==> src/rtl/fpcf_pkg.sv <==
package fpcf_pkg;
    localparam int WORD_W = 32;
    localparam int EXP_W  = 8;
    localparam int MAN_W  = 23;

    // Flag bit positions, matching the processor status flag layout
    localparam int FLG_DBZ = 0;
    localparam int FLG_INX = 1;
    localparam int FLG_UNF = 2;
    localparam int FLG_OVF = 3;
    localparam int FLG_INV = 4;
    localparam int FLG_IFZ = 5;
    localparam int FLG_OFZ = 6;
    localparam int FLG_W   = 7;

    typedef struct packed {
        logic is_nan;
        logic is_den;
    } op_class_t;
endpackage

==> src/rtl/fpcf_classify.sv <==
module fpcf_classify
    import fpcf_pkg::*;
#(
    parameter int E_W = EXP_W,
    parameter int M_W = MAN_W,
    localparam int OP_W = 1 + E_W + M_W
) (
    input  logic [OP_W-1:0] op,
    output op_class_t       cls
);
    logic [E_W-1:0] exp_f;
    logic [M_W-1:0] man_f;

    always_comb begin
        exp_f      = op[OP_W-2 -: E_W];
        man_f      = op[M_W-1:0];
        cls.is_nan = (&exp_f) && (|man_f);
        cls.is_den = (~|exp_f) && (|man_f);
    end
endmodule

==> src/rtl/fpcf_encode.sv <==
module fpcf_encode
    import fpcf_pkg::*;
#(
    parameter int OUT_W = WORD_W
) (
    input  op_class_t        cls_l,
    input  op_class_t        cls_r,
    output logic [OUT_W-1:0] flags
);
    logic [FLG_W-1:0] fv;

    always_comb begin
        fv          = '0;
        // Flushed operands compare as zero; an ordered compare of zeros,
        // normals or infinities raises nothing further.
        fv[FLG_IFZ] = cls_l.is_den | cls_r.is_den;
        // Ordered less-than on any NaN is an invalid operation
        fv[FLG_INV] = cls_l.is_nan | cls_r.is_nan;
        flags       = {{(OUT_W-FLG_W){1'b0}}, fv};
    end
endmodule

==> src/rtl/fp_cmp_flags.sv <==
module fp_cmp_flags
    import fpcf_pkg::*;
#(
    parameter int W = WORD_W
) (
    input  logic         clk,
    input  logic         rst_n,
    input  logic         in_valid,
    input  logic         gt_mode,
    input  logic         guard,
    input  logic [W-1:0] src_a,
    input  logic [W-1:0] src_b,
    output logic         out_valid,
    output logic         wr_en,
    output logic [W-1:0] result
);
    localparam int NOPS = 2;

    typedef struct packed {
        logic         vld;
        logic         we;
        logic [W-1:0] res;
    } state_t;

    state_t       st_d, st_q;
    logic [W-1:0] ops [NOPS];
    op_class_t    cls [NOPS];
    logic [W-1:0] flag_vec;

    // Greater-than form: exchange operands ahead of the less-than flags
    always_comb begin
        ops[0] = gt_mode ? src_b : src_a;
        ops[1] = gt_mode ? src_a : src_b;
    end

    for (genvar i = 0; i < NOPS; i++) begin : g_cls
        fpcf_classify #(.E_W(EXP_W), .M_W(W-1-EXP_W)) u_cls (
            .op  (ops[i]),
            .cls (cls[i])
        );
    end

    fpcf_encode #(.OUT_W(W)) u_enc (
        .cls_l (cls[0]),
        .cls_r (cls[1]),
        .flags (flag_vec)
    );

    always_comb begin
        st_d     = st_q;
        st_d.vld = in_valid;
        st_d.we  = in_valid & guard;
        if (in_valid && guard) begin
            st_d.res = flag_vec;
        end
    end

    always_ff @(posedge clk) begin
        if (!rst_n) begin
            st_q <= '0;
        end else begin
            st_q <= st_d;
        end
    end

    assign out_valid = st_q.vld;
    assign wr_en     = st_q.we;
    assign result    = st_q.res;


    valid_latency_chk: assert property (@(posedge clk) disable iff (!rst_n)
        $past(rst_n) |-> (out_valid == $past(in_valid)));

    we_with_valid_chk: assert property (@(posedge clk) disable iff (!rst_n)
        wr_en |-> out_valid);

    hold_chk: assert property (@(posedge clk) disable iff (!rst_n)
        !wr_en |-> $stable(result));

    inv_chk: assert property (@(posedge clk) disable iff (!rst_n)
        (wr_en && $past((&src_a[W-2 -: EXP_W] && |src_a[W-2-EXP_W:0]) ||
                        (&src_b[W-2 -: EXP_W] && |src_b[W-2-EXP_W:0])))
        |-> result[FLG_INV]);

    ifz_chk: assert property (@(posedge clk) disable iff (!rst_n)
        (wr_en && $past((~|src_a[W-2 -: EXP_W] && |src_a[W-2-EXP_W:0]) ||
                        (~|src_b[W-2 -: EXP_W] && |src_b[W-2-EXP_W:0])))
        |-> result[FLG_IFZ]);

    spare_zero_chk: assert property (@(posedge clk) disable iff (!rst_n)
        wr_en |-> (result[W-1:FLG_OFZ] == '0 && result[FLG_OVF:FLG_DBZ] == '0));
endmodule

==> config.mk <==
export PLATFORM = sky130hd
export DESIGN_NAME = fp_cmp_flags
export DESIGN_NICKNAME = d
export VERILOG_FILES = /design/src/rtl/fpcf_pkg.sv /design/src/rtl/fpcf_classify.sv /design/src/rtl/fpcf_encode.sv /design/src/rtl/fp_cmp_flags.sv
export SDC_FILE = /design/constraint.sdc
export NUM_CORES = 1
export LEC_CHECK = 0
export BUFFER_PORTS_ARGS = -buffer_cell sky130_fd_sc_hd__buf_2
export CAP_MARGIN = 20
export CORE_MARGIN = 3
export CORE_UTILIZATION = 24
export CTS_BUF_LIST = sky130_fd_sc_hd__clkbuf_8
export CTS_CLUSTER_DIAMETER = 40
export DETAILED_ROUTE_END_ITERATION = 16
export PLACE_DENSITY_LB_ADDON = 0.08
export SLEW_MARGIN = 5
export SYNTH_ARGS = -nofsm -noshare
export SYNTH_HDL_FRONTEND = slang
export SYNTH_SLANG_ARGS = --single-unit
==> constraint.sdc <==
create_clock -name clk -period 1 [get_ports clk]
set_input_delay 0.2 -clock clk [delete_from_list [all_inputs] [get_ports clk]]
set_output_delay 0.2 -clock clk [all_outputs]
set_load 0.01 [all_outputs]
==> results of run 1 <==
-- state kept, by name, summed over array words and instances (netlist names) --
| signal | count |
|---|---|
| out_valid | 1 |
| result | 2 |
| wr_en | 1 |
-- cells in the mapped netlist (all sizes together) --
master / count / share of area
and2: 1 / 0.011
and3: 1 / 0.011
buf: 31 / 0.42
conb: 1 / 0.0068
dfxtp: 4 / 0.14
nand2: 4 / 0.027
nand3: 3 / 0.027
nand4: 6 / 0.068
nor2: 3 / 0.020
nor3: 2 / 0.018
nor4: 14 / 0.19
o2111ai: 1 / 0.016
o211ai: 3 / 0.041
-- power groups by stage --
stage | sequential, mW | combinational (mW) | clock, mW
final | 0.165 | 0.233 | 0.330
after global routing | 0.166 | 0.262 | 0.357
after CTS | 0.165 | 0.215 | 0.343
after detailed placement | 0.168 | 0.215 | 0
after global placement | 0.167 | 0.211 | 0
after floorplan | 0.170 | 0.159 | 0
-- critical path, stage by stage --
cell	delay, ns
buf_6	0.10
nor4_4	0.26
nand4_1	0.16
o2111ai_1	0.21
o211ai_1	0.11
-- placed cells by master, fill, tap and decap left out --
cell,n
nand2_1,4
and3_1,1
nor4_4,1
clkbuf_8,3
buf_2,66
o2111ai_1,1
buf_6,3
and2_1,1
nand4_1,6
nor3_1,2
dfxtp_1,4
nor2_2,1
conb_1,30
o211ai_1,3
nor2_1,2
nor4_2,4
nor4_1,9
nand3_1,3
-- cell type report --
type | count | area [sq um]
repair buffers | 69 | 364
fillers | 224 | 1170
flip-flops and latches | 4 | 80.1
well taps | 27 | 33.8
clock buffers | 3 | 41.3
multi-input cells | 68 | 375
-- how the worst max path moves through the flow --
| stage | startpoint | end | slack [ns] | cells after the start |
|---|---|---|---|---|
| after CTS | src_b[0] | result[5] | 0.01 | 5 |
| final | src_b[22] | result[5] | 0.06 | 5 |
| after floorplan | src_b[11] | result[5] | 0.01 | 4 |
| after detailed placement | src_b[0] | result[5] | -0.21 | 5 |
| after global routing | src_b[22] | result[5] | -0.04 | 5 |
| after global placement | src_b[0] | result[5] | -0.20 | 5 |
-- cells by family after synthesis --
kind of cell           count (synthesis)  synth area share
other                                  1           0.00678
buffers and inverters                 31             0.416
AOI/OAI and AO/OA                      4            0.0566
and+or+nand+nor                       34             0.376
DFF                                    4             0.145
-- per-stage QoR --
step                      power [mW]  setup WS (ns)
after global routing           0.785        -0.0362
after global placement         0.379         -0.203
after floorplan                0.328         0.0114
after detailed placement       0.383         -0.209
after CTS                      0.724         0.0105
final                          0.728         0.0590
-- metal layers --
| layer | vias to the layer above | GRT usage |
|---|---|---|
| li1 | 355 | - |
| met1 | 317 | 0.0945 |
| met2 | 55 | 0.210 |
| met3 | 2 | 0.0194 |
| met4 | 0 | 0.0622 |
| met5 | - | 0 |
-- repair_timing --
item,4_1_cts,5_1_grt
setup endpoints to repair,0,2
gates resized for setup,0,7
setup buffers,0,0
==> impl_metrics.json, run 1 <==
{
  "drc_errors": 0,
  "ioPinCount": 103,
  "fin_area_sq_um": 895,
  "cp_data_arrival_time_ns": 1.02,
  "first_global_vias": 609,
  "die_x_um": 54.0,
  "finalSetupViolations": 0,
  "final_util": 0.434,
  "reg2reg_from": "result[5]",
  "irDropWorstVdd_v": 0.000496,
  "swShare": 0.266,
  "startpoint_type": "input port",
  "cts_buffers": 3,
  "nets": 215,
  "end_kind": "register",
  "final.setup_skew_ns": 0,
  "holdPathStages": 2,
  "met3_length_um": 267,
  "reg2regPathDepth": 2,
  "power_leakage_nw": 0.468,
  "syn_to_final_growth_pct": 61.8,
  "holdWs_ns": 0.223,
  "synthDistinctLibCells": 15,
  "holdPathEnd": "out_valid",
  "hold_class": "in -> reg",
  "core_area_sq_mm": 0.00206,
  "insertion_delay_ns": 0.21,
  "h-tree-depth": 1,
  "yosysSeqAreaShare": 0.145,
  "crit_fanout": 2,
  "hold_buffers": 0,
  "cts_tree": "built",
  "drv_cap": 0,
  "synth.cell_area_sq_um": 553,
  "highest_layer": "met4",
  "instances_no_fill": 171,
  "initial_utilization": 0.268,
  "wl_per_cell_um": 10.0,
  "path_clk_slew_ns": 0.03,
  "avgViaCountPerCell": 4.26,
  "hold_path_startpoint": "in_valid",
  "die_y_um": 54.0,
  "seqPwrFrac": 0.227,
  "reg2reg_slack_ns": 0.41,
  "portBuffers": 69,
  "cp_data_required_time_ns": 1.08,
  "rsz0062_at_grt": "yes",
  "row_count": 16,
  "final.setup.tns_ns": 0,
  "gp_congestion": 0.762,
  "clkPwrFrac": 0.453,
  "drt-total-wl_um": 1720,
  "die-area_sq_mm": 0.00292,
  "dp_hpwl_um": 1580,
  "ys_warn_count": 0,
  "grt_usage": 0.105,
  "critPathKind": "in -> reg",
  "antenna_found_initial": 0,
  "gr-total-overflow": 0,
  "synthCells": 74,
  "clockRootBuffer": "clkbuf_8",
  "run_status": "complete, no violations",
  "combPwrFrac": 0.320,
  "fin_crit_ns": 0.941,
  "grt_pass1_wl_um": 2200,
  "p_switching_mw": 0.194,
  "slew_violations": 0,
  "synth-seq-cells": 4,
  "cts_buffer_depth": 2,
  "grt_max_degree": 6,
  "drt_iter0_drc": 0,
  "powerDensity_mw_per_mm2": 814,
  "antenna_cells": 0,
  "placed_area_sq_um": 811,
  "first_pass_iters": 1,
  "avgSynthCellArea_sq_um": 7.47,
  "ant_nets": 0,
  "clkSinkCount": 4,
  "wl_met2_um": 932,
  "finalHoldViolations": 0,
  "fin_crit_sh": 0.941,
  "intPower_mw": 0.534,
  "dp.cells": 168,
  "reg2reg_to": "result[5]",
  "drive_gt1_frac": 0.542,
  "route.vias.total": 729,
  "fmax_ghz": 1.06,
  "wl_met1_um": 508
}
No activity file was read; power rests on OpenSTA's default activity.
==> run 2, diff against run 1 <==
==> constraint.sdc (replaced) <==
create_clock -name clk -period 1 [get_ports clk]
set_input_delay 0.2 -clock clk [delete_from_list [all_inputs] [get_ports clk]]
set_output_delay 0.2 -clock clk [all_outputs]
set_load 0.1 [all_outputs]
==> impl_metrics.json, run 2 (synthesis results as in run 1) <==
{
  "run_status": "complete, no violations",
  "cts_buffers": 3,
  "die_x_um": 54.0,
  "cts_tree": "built",
  "nets": 215,
  "portBuffers": 69,
  "drv_cap": 0,
  "grt_max_degree": 6,
  "cpPeakStageDelay_ns": 0.26,
  "gp_congestion": 0.692,
  "final.setup.tns_ns": 0,
  "fmax_ghz": 1.04,
  "powerDensity_mw_per_mm2": 1250,
  "fillers": 214,
  "irDropWorstVdd_v": 0.000727,
  "core_area_sq_mm": 0.00206,
  "final_util": 0.477,
  "setup_ws_ns": 0.0428,
  "slew_violations": 0,
  "slowest_stage": "nor4_4",
  "h-tree-depth": 1,
  "antenna_found_initial": 0,
  "drive_gt1_frac": 0.569,
  "die_y_um": 54.0,
  "fin_area_sq_um": 983,
  "grt_usage": 0.113,
  "startpoint_type": "input port",
  "instances_no_fill": 171,
  "clkSinkCount": 4,
  "placed_area_sq_um": 876,
  "die-area_sq_mm": 0.00292,
  "gr-total-overflow": 0,
  "ioPinCount": 103,
  "row_count": 16,
  "final_common_cell": "buf_2",
  "cts_buffer_depth": 2,
  "holdWs_ns": 0.221,
  "clockRootBuffer": "clkbuf_8",
  "dp.cells": 168,
  "drt-total-wl_um": 1820,
  "path_clk_slew_ns": 0.03,
  "final_cell_mix": "61 x buf_2, 30 x conb_1, 9 x nor4_1, 6 x nand4_1",
  "final.setup_skew_ns": 0,
  "power_mw": 1.23,
  "finalHoldViolations": 0,
  "first_pass_iters": 4,
  "cp_cell_sequence": "buf_6 > nor4_4 > nand4_1 > o2111ai_1 > o211ai_1",
  "cp_data_required_time_ns": 1.09,
  "post-place-ws_ns": -0.228,
  "initial_utilization": 0.268,
  "end_kind": "register",
  "antenna_cells": 0,
  "rsz0062_at_grt": "yes",
  "power_leakage_nw": 0.487,
  "dp_hpwl_um": 1680,
  "critPathKind": "in -> reg",
  "drc_errors": 0,
  "wl_per_cell_um": 10.6,
  "fin_crit_sh": 0.957,
  "crit_fanout": 2,
  "cp_data_arrival_time_ns": 1.05,
  "fin_crit_ns": 0.957,
  "syn_to_final_growth_pct": 77.8,
  "largest_register_ffs": 2,
  "route.vias.total": 736,
  "ant_nets": 0,
  "drt_iter0_drc": 9,
  "hold_class": "in -> reg",
  "grt_pass1_wl_um": 2330,
  "finalSetupViolations": 0,
  "first_global_vias": 597,
  "avgViaCountPerCell": 4.30,
  "insertion_delay_ns": 0.21
}
## run 2: cell types whose count changed in the layout (fill, tap and decap cells not counted)
cell	change
nor4_4	+2
dfxtp_1	-4
buf_6	+1
buf_12	+4
nor4_2	-2
dfxtp_2	+4
buf_2	-5
## run 2: area by class of cell
cell class              instances  area [sq um]  share of cell area
clock buffers                   3          41.3              0.0420
multi-input cells              68           393               0.399
flip-flops and latches          4          85.1              0.0865
well taps                      27          33.8              0.0344
repair buffers                 69           430               0.438
## run 2: worst paths after layout
path / start / endpoint / slack [ns] / depth (start not counted)
worst max-delay path: src_b[22] / result[5] / 0.04 / 5
worst min-delay path: in_valid / out_valid / 0.22 / 2
worst max register to register: result[4] / result[4] / 0.40 / 2
worst min register to register: result[5] / result[5] / 0.52 / 2
## run 2: timing repair
action | 4_1_cts | 5_1_grt
resized for setup | 0 | 10
buffers inserted | 0 | 0
endpoints found under the hold margin | 0 | 0
hold buffers | 0 | 0
setup endpoints to repair | 1 | 2
pin swaps | 2 | 6
## run 2: metal layers
layer | share of wire | vias to the layer above | track usage
li1 | - | 356 | -
met1 | 0.30 | 324 | 0.116
met2 | 0.55 | 54 | 0.200
met3 | 0.14 | 2 | 0.0360
met4 | 0.0038 | 0 | 0.0622
met5 | 0 | - | 0
## run 2: critical path, delay by kind of cell
family                 cells  cell delay [ns]
buffers and inverters      1             0.09
AND/OR/NAND/NOR            2             0.43
AO/OA/AOI/OAI              2             0.33
## run 2: power by group
| group | leakage, nW | switching (mW) | internal, mW |
|---|---|---|---|
| clock | 0.0216 | 0.0814 | 0.256 |
| combinational | 0.431 | 0.591 | 0.131 |
| sequential | 0.0343 | 0.00303 | 0.165 |
| total | 0.487 | 0.675 | 0.553 |
==> run 3, diff against run 2 <==
--- a/config.mk
+++ b/config.mk
@@ -6,12 +6,13 @@
 export NUM_CORES = 1
 export LEC_CHECK = 0
 export BUFFER_PORTS_ARGS = -buffer_cell sky130_fd_sc_hd__buf_2
-export CAP_MARGIN = 20
 export CORE_MARGIN = 3
 export CORE_UTILIZATION = 24
 export CTS_BUF_LIST = sky130_fd_sc_hd__clkbuf_8
 export CTS_CLUSTER_DIAMETER = 40
 export DETAILED_ROUTE_END_ITERATION = 16
+export GPL_ROUTABILITY_DRIVEN = 0
+export MAX_ROUTING_LAYER = met4
 export PLACE_DENSITY_LB_ADDON = 0.08
 export SLEW_MARGIN = 5
 export SYNTH_ARGS = -nofsm -noshare
==> impl_metrics.json, run 3 (synthesis results as in run 1) <==
{
  "run_status": "complete, no violations",
  "cpPeakStageDelay_ns": 0.26,
  "path_delay_family": "simple AND/OR/NAND/NOR gates",
  "grt_max_degree": 6,
  "portBuffers": 69,
  "crit_fanout": 2,
  "cp_data_arrival_time_ns": 1.05,
  "ioPinCount": 103,
  "reg2reg_to": "result[4]",
  "grt_usage": 0.116,
  "first_global_vias": 597,
  "h-tree-depth": 1,
  "largest_register_ffs": 2,
  "avgViaCountPerCell": 4.30,
  "cts_tree": "built",
  "row_count": 16,
  "drv_cap": 0,
  "drt-total-wl_um": 1820,
  "cp_data_required_time_ns": 1.09,
  "ant_nets": 0,
  "wl_per_cell_um": 10.7,
  "nets": 215,
  "die-area_sq_mm": 0.00292,
  "post-place-ws_ns": -0.228,
  "drc_errors": 0,
  "clkSinkCount": 4,
  "syn_to_final_growth_pct": 77.8,
  "final.setup.tns_ns": 0,
  "slowest_stage": "nor4_4",
  "cts_buffer_depth": 2,
  "fin_crit_ns": 0.957,
  "fin_crit_sh": 0.957,
  "path_clk_slew_ns": 0.03,
  "startpoint_type": "input port",
  "initial_utilization": 0.268,
  "irDropWorstVdd_v": 0.000727,
  "holdPathEnd": "out_valid",
  "fin_area_sq_um": 983,
  "powerDensity_mw_per_mm2": 1250,
  "finalHoldViolations": 0,
  "rsz0062_at_grt": "yes",
  "reg2reg_from": "result[4]",
  "final_cell_mix": "61 x buf_2, 30 x conb_1, 9 x nor4_1, 6 x nand4_1",
  "clockRootBuffer": "clkbuf_8",
  "setup_ws_ns": 0.0428,
  "placed_area_sq_um": 876,
  "hold_buffers": 0,
  "cts_buffers": 3,
  "die_x_um": 54.0,
  "power_leakage_nw": 0.487,
  "reg2reg_slack_ns": 0.40,
  "first_pass_iters": 4,
  "antenna_cells": 0,
  "cp_cell_sequence": "buf_6 > nor4_4 > nand4_1 > o2111ai_1 > o211ai_1",
  "core_area_sq_mm": 0.00206,
  "drt_iter0_drc": 9,
  "hold_class": "in -> reg",
  "final_common_cell": "buf_2",
  "post_cts_buffers": 0,
  "hold_path_startpoint": "in_valid",
  "slew_violations": 0,
  "finalSetupViolations": 0,
  "critPathKind": "in -> reg",
  "antenna_found_initial": 0,
  "drive_gt1_frac": 0.569,
  "insertion_delay_ns": 0.21,
  "grt_pass1_wl_um": 2330,
  "reg2regPathDepth": 2,
  "gr-total-overflow": 0,
  "holdPathStages": 2,
  "path_buf_inv": 1,
  "fmax_ghz": 1.04,
  "dp_hpwl_um": 1680,
  "route.vias.total": 736,
  "end_kind": "register",
  "final.setup_skew_ns": 0,
  "power_mw": 1.23,
  "die_y_um": 54.0
}
==> run 3: cell type report <==
cell class,instances,area (sq um)
clock buffer,3,41.3
fill,214,1080
multi-input combinational,68,393
sequential,4,85.1
tap,27,33.8
timing repair buffer,69,430
==> run 3: timing repair <==
item | CTS | global route
resized for setup | 0 | 10
setup endpoints to repair | 1 | 2
pin swaps | 2 | 6
==> run 3: where the power goes <==
group / internal, mW / switching, mW
clock: 0.256 / 0.0814
sequential: 0.165 / 0.00303
combinational: 0.131 / 0.591
total: 0.553 / 0.675
==> run 3: worst max path at each step <==
stage               startpoint        end  slack (ns)  cells after the start
finish               src_b[22]  result[5]        0.04                      5
global route         src_b[22]  result[4]       -0.03                      5
CTS                  src_b[11]  result[5]       0.004                      5
detailed placement   src_b[11]  result[5]       -0.23                      5
global placement      src_b[0]  result[5]       -0.21                      5
floorplan            src_b[11]  result[5]       0.009                      4
==> run 3: metrics by stage <==
step	util	std cells	hold WS, ns
after CTS	0.445	171	0.225
after floorplan	-	103	0.322
after detailed placement	0.425	168	0.448
final	0.477	171	0.221
after global placement	0.425	168	0.438
after global routing	0.477	171	0.231
==> run 3: worst reg2reg max path: stages (launching register included) <==
cell	delay [ns]
dfxtp_2	0.32
nand3_1	0.07
o211ai_1	0.08
==> run 3: per-layer routing <==
layer | part of all wire | GRT usage
met3 | 0.13 | 0.0305
met2 | 0.55 | 0.200
met5 | 0 | -
met1 | 0.31 | 0.119
met4 | 0.0038 | 0.0622
